==> src/rtl/step_en_pkg.sv <==
// Package: shared types and helpers for the run/single-step enable generator.
// Assumes: nothing beyond a standard elaborator.
package step_en_pkg;

    // Operating mode as seen after synchronization.
    typedef enum logic {
        MODE_STEP = 1'b0,
        MODE_RUN  = 1'b1
    } mode_e;

    // Number of clocks in the debounce window, never less than one.
    function automatic int unsigned window_cycles(input int unsigned clk_hz,
                                                  input int unsigned win_ms);
        int unsigned n;
        n = (clk_hz / 1000) * win_ms;
        return (n == 0) ? 1 : n;
    endfunction

endpackage

==> src/rtl/sync_chain.sv <==
// Module: sync_chain
// A multi-bit chain of synchronizing flip-flops, one independent chain per
// bit. Assumes: bits are unrelated to each other (no bus coherency), and the
// reset value of every stage is zero.
module sync_chain #(
    parameter int WIDTH  = 2,
    parameter int STAGES = 2
) (
    input  logic             clk,
    input  logic             rst_n,
    input  logic [WIDTH-1:0] d_async,
    output logic [WIDTH-1:0] q_sync
);

    logic [WIDTH-1:0] stage_q [STAGES];

    for (genvar s = 0; s < STAGES; s++) begin : g_stage
        if (s == 0) begin : g_first
            // First stage: capture the asynchronous inputs.
            always_ff @(posedge clk) begin
                if (!rst_n) stage_q[s] <= '0;
                else        stage_q[s] <= d_async;
            end
        end else begin : g_next
            // Later stages: let metastability settle.
            always_ff @(posedge clk) begin
                if (!rst_n) stage_q[s] <= '0;
                else        stage_q[s] <= stage_q[s-1];
            end
        end
    end

    assign q_sync = stage_q[STAGES-1];

endmodule

==> src/rtl/btn_filter.sv <==
// Module: btn_filter
// Debounces one synchronized button level. A new level is accepted only after
// the input has disagreed with the held level on WINDOW consecutive edges.
// Assumes: btn_sync is already synchronous to clk.
module btn_filter #(
    parameter int unsigned WINDOW = 40000
) (
    input  logic clk,
    input  logic rst_n,
    input  logic btn_sync,
    output logic level
);

    localparam int unsigned CNT_W = $clog2(WINDOW + 1);
    localparam logic [CNT_W-1:0] LAST = CNT_W'(WINDOW - 1);

    logic [CNT_W-1:0] run_cnt;
    logic             differs;

    assign differs = (btn_sync != level);

    // Count how long the input has disagreed, and adopt it at the end of the window.
    always_ff @(posedge clk) begin
        if (!rst_n) begin
            run_cnt <= '0;
            level   <= 1'b0;
        end else if (!differs) begin
            run_cnt <= '0;
        end else if (run_cnt == LAST) begin
            run_cnt <= '0;
            level   <= btn_sync;
        end else begin
            run_cnt <= run_cnt + 1'b1;
        end
    end

endmodule

==> src/rtl/step_pulse.sv <==
// Module: step_pulse
// Turns the debounced level into a one-clock step pulse, and chooses between
// that pulse and a constant enable depending on the mode.
// Assumes: level and mode are synchronous to clk.
module step_pulse
    import step_en_pkg::*;
(
    input  logic  clk,
    input  logic  rst_n,
    input  logic  level,
    input  mode_e mode,
    output logic  enable
);

    logic level_d;
    logic rise;

    assign rise = level & ~level_d;

    // Remember the previous debounced level for edge detection.
    always_ff @(posedge clk) begin
        if (!rst_n) level_d <= 1'b0;
        else        level_d <= level;
    end

    // Registered enable: constant in run mode, the edge pulse in step mode.
    always_ff @(posedge clk) begin
        if (!rst_n)                enable <= 1'b0;
        else if (mode == MODE_RUN) enable <= 1'b1;
        else                       enable <= rise;
    end

endmodule

==> src/rtl/step_enable_gen.sv <==
// Module: step_enable_gen (top)
// Run/single-step clock-enable generator for a free-running system clock.
// Assumes: clk never stops; btn_raw and mode_run are asynchronous and slow.
module step_enable_gen
    import step_en_pkg::*;
#(
    parameter int unsigned CLK_HZ      = 2_000_000,
    parameter int unsigned WINDOW_MS   = 20,
    parameter int unsigned SYNC_STAGES = 2
) (
    input  logic clk,
    input  logic rst_n,
    input  logic btn_raw,
    input  logic mode_run,
    output logic cpu_en,
    output logic btn_level
);

    localparam int unsigned DB_CYCLES = window_cycles(CLK_HZ, WINDOW_MS);

    logic [1:0] raw_vec;
    logic [1:0] sync_vec;
    logic       btn_sync;
    logic       run_sync;

    assign raw_vec  = {mode_run, btn_raw};
    assign btn_sync = sync_vec[0];
    assign run_sync = sync_vec[1];

    sync_chain #(
        .WIDTH  (2),
        .STAGES (SYNC_STAGES)
    ) u_sync (
        .clk     (clk),
        .rst_n   (rst_n),
        .d_async (raw_vec),
        .q_sync  (sync_vec)
    );

    btn_filter #(
        .WINDOW (DB_CYCLES)
    ) u_filter (
        .clk      (clk),
        .rst_n    (rst_n),
        .btn_sync (btn_sync),
        .level    (btn_level)
    );

    step_pulse u_pulse (
        .clk    (clk),
        .rst_n  (rst_n),
        .level  (btn_level),
        .mode   (mode_e'(run_sync)),
        .enable (cpu_en)
    );

endmodule

==> config.mk <==
export PLATFORM = sky130hd
export DESIGN_NAME = step_enable_gen
export DESIGN_NICKNAME = d
export VERILOG_FILES = /design/src/rtl/step_en_pkg.sv /design/src/rtl/sync_chain.sv /design/src/rtl/btn_filter.sv /design/src/rtl/step_pulse.sv /design/src/rtl/step_enable_gen.sv
export SDC_FILE = /design/constraint.sdc
export NUM_CORES = 1
export LEC_CHECK = 0
export BUFFER_PORTS_ARGS = -buffer_cell sky130_fd_sc_hd__buf_2
export CAP_MARGIN = 10
export CORE_MARGIN = 3
export CORE_UTILIZATION = 56
export DETAILED_ROUTE_END_ITERATION = 10
export GPL_ROUTABILITY_DRIVEN = 1
export PLACE_DENSITY = 0.81
export RECOVER_POWER = 50
export SLEW_MARGIN = 20
export SYNTH_ARGS = -nofsm -noshare
export SYNTH_HDL_FRONTEND = slang
export SYNTH_SLANG_ARGS = --single-unit
==> constraint.sdc <==
create_clock -name clk -period 1.96 [get_ports clk]
set_clock_uncertainty 0.2 [all_clocks]
set_input_delay 0.392 -clock clk [delete_from_list [all_inputs] [get_ports clk]]
set_output_delay 0.392 -clock clk [all_outputs]
set_load 0.1 [all_outputs]
==> reports/metrics.cfg <==
[power]
swShare=0.206
power_frac_clock=0.300
leakagePower_nw=0.349
p_switching_mw=0.145
pwr-share-seq=0.676
pwr-share-comb=0.024
total_power_mw=0.702
p_int_mw=0.557
power_density_nw_per_um2=677
vdd_drop_max_mv=0.399

[min_path]
holdCritPathClass=in -> reg

[timing]
timing.hold.ws_ns=0.0911
post-route-period-util=0.908
layout_min_cycle_time_ns=1.78
setup_viol=0
rsz0062_at_grt=false
fmax_ghz=0.562
hold_viol=0
relSlewSlack=0.641
fin_tns_setup_ns=0
slew_viol_final=0
postLayoutSetupSlackWorst_ns=0.181
worst_pin_slew_ns=0.541

[setup_path]
crit_arrival_ns=1.78
cp_top_family=simple AND/OR/NAND/NOR gates
cp_num_buf_inv=0
endpoint_kind=flip-flop
critPathLaunchType=flip-flop
rrSetupSlack_ns=0.18
required_ns=1.96
critical_path_class=reg -> reg
crit_fanout=16
cp_slowest_cell=dfxtp_1
crit_path_cell_trace=ha_1 -> and4bb_2 -> nand4b_2 -> nand3_4 -> nor2_1
slowest_delay_ns=0.42

[synthesis]
ys_types=23
synthArstFlopShare=0
synth_common_cells=23 x dfxtp_1, 17 x nor2_1, 9 x xnor2_1
yosys.area.top_type_share=0.475
syn_area_per_cell_um2=10.1
yosysWarnings=0
yosysTopAreaCell=dfxtp_1
synth_edf_count=0
post-synth-top-count-cell=dfxtp_1
synth-seq-cells=23
netlist_area_um2=970
postSynthCellCount=96
ys_top_cells_by_area=dfxtp_1 47%, xnor2_1 8.1%, nor2_1 6.6%
synth_fp_nets=101
synth_top_flop_cell=dfxtp_1
synth_seq_area_share=0.475

[layout]
num_antenna_cells=0
drive_gt1_frac=0.173
area_delta_synth_final_pct=6.84
design_area_um2=1040
final_core_util=0.665
nNetsFinal=110
stdcell_count=120

[die]
die-area_um2=2270
core_area_um2=1560
initial_utilization=0.622
fp.dieW_um=47.6
die_height_um=47.6
io_pins=6
std_cell_rows=14

[grt]
grt_pass1_vias=631
grt_overflow=0
grt.total_usage=0.166
grt_pass1_wl_mm=2.64
grt_max_degree=17
antenna_found_initial=0

[clock_tree]
insertion_delay_ns=0.30
cts_buffers=3
root_buffer=clkbuf_4
cts_buffer_depth=2
cts.clk_slew.worst_paths_ns=0.12
cts_hold_buf=0
htreeDepth=1
clock-sinks=23
cts_tree=built

[routing]
drt.antenna.violating_nets=0
drc_errors=0
num_vias=660
dr.first_iter.drc_count=7
drt-wirelength-per-cell_um=13.0
routed_via_density=5.50
drtPass1Iterations=4
routed_wl_mm=1.56

[place]
pre_cts_slack_ns=0.152
port_buffers=5
placed_area_um2=1000
dpl.hpwl_mm=1.13
gp_congestion=0.817
dp_cells=116

[flow_run]
maxCapViolCount=0

[status]
status=finished, final reports clean

[layer usage]
layer	vias to the layer above	share of wire	track usage
li1	344	-	-
met1	307	0.49	0.216
met2	7	0.47	0.262
met3	2	0.028	0.0564
met4	0	0.0090	0.0484
met5	-	0	0
[cells by family after synthesis]
family	share of synthesized area
compound gates	0.0129
fa+ha+maj	0.0129
simple gates	0.345
flops	0.475
xor+xnor	0.135
buf+inv	0.0194
[layout by cell type (no fill, tap or decap)]
master / n
dfxtp_1: 23
nor2_1: 17
xnor2_1: 9
xor2_1: 6
nand2_1: 6
nand3_1: 5
nor4_2: 5
nand4_1: 4
and2_1: 3
clkbuf_4: 3
inv_1: 2
nor3_1: 2
and2_0: 2
clkbuf_1: 2
buf_2: 2
clkbuf_2: 2
nor4_1: 1
and4_2: 1
and4bb_2: 1
nand4b_2: 1
nand3_4: 1
nand4_4: 1
nand4_2: 1
o21ai_0: 1
nor2b_1: 1
o21a_1: 1
ha_1: 1
[power groups by stage]
stage,clock [mW],combinational (mW),sequential (mW)
after floorplan,0,0.00731,0.488
after global placement,0,0.0160,0.485
after detailed placement,0,0.0162,0.485
after CTS,0.218,0.0163,0.474
after global routing,0.237,0.0186,0.475
final,0.211,0.0167,0.474
[sequential cells by signal, summed over array words and instances (netlist names)]
name	flops
u_filter.run_cnt	16
u_pulse.level_d	1
u_sync.stage_q	4
u_filter.level	1
u_pulse.enable	1
[path summary, 6_finish.rpt]
| kind | from | depth (start not counted) | to |
|---|---|---|---|
| hold reg to reg | u_sync.stage_q[0][1] | 1 | u_sync.stage_q[1][1] |
| hold / removal | mode_run | 2 | u_sync.stage_q[0][1] |
| setup / recovery | u_filter.run_cnt[0] | 5 | u_filter.run_cnt[10] |
| setup reg to reg | u_filter.run_cnt[0] | 5 | u_filter.run_cnt[10] |
[area by class of cell]
cell class	count	area (um^2)
Fill cell	127	523
Multi-Input combinational cell	70	498
Sequential cell	23	460
Clock buffer	4	26.3
Timing Repair Buffer	5	23.8
Tap cell	16	20.0
Inverter	2	7.51
[timing repair]
| item | CTS | global route |
|---|---|---|
| setup endpoints to repair | 0 | 9 |
| resized for setup | 0 | 1 |
| buffers inserted | 0 | 0 |
Power figures use the tool's default switching activity.
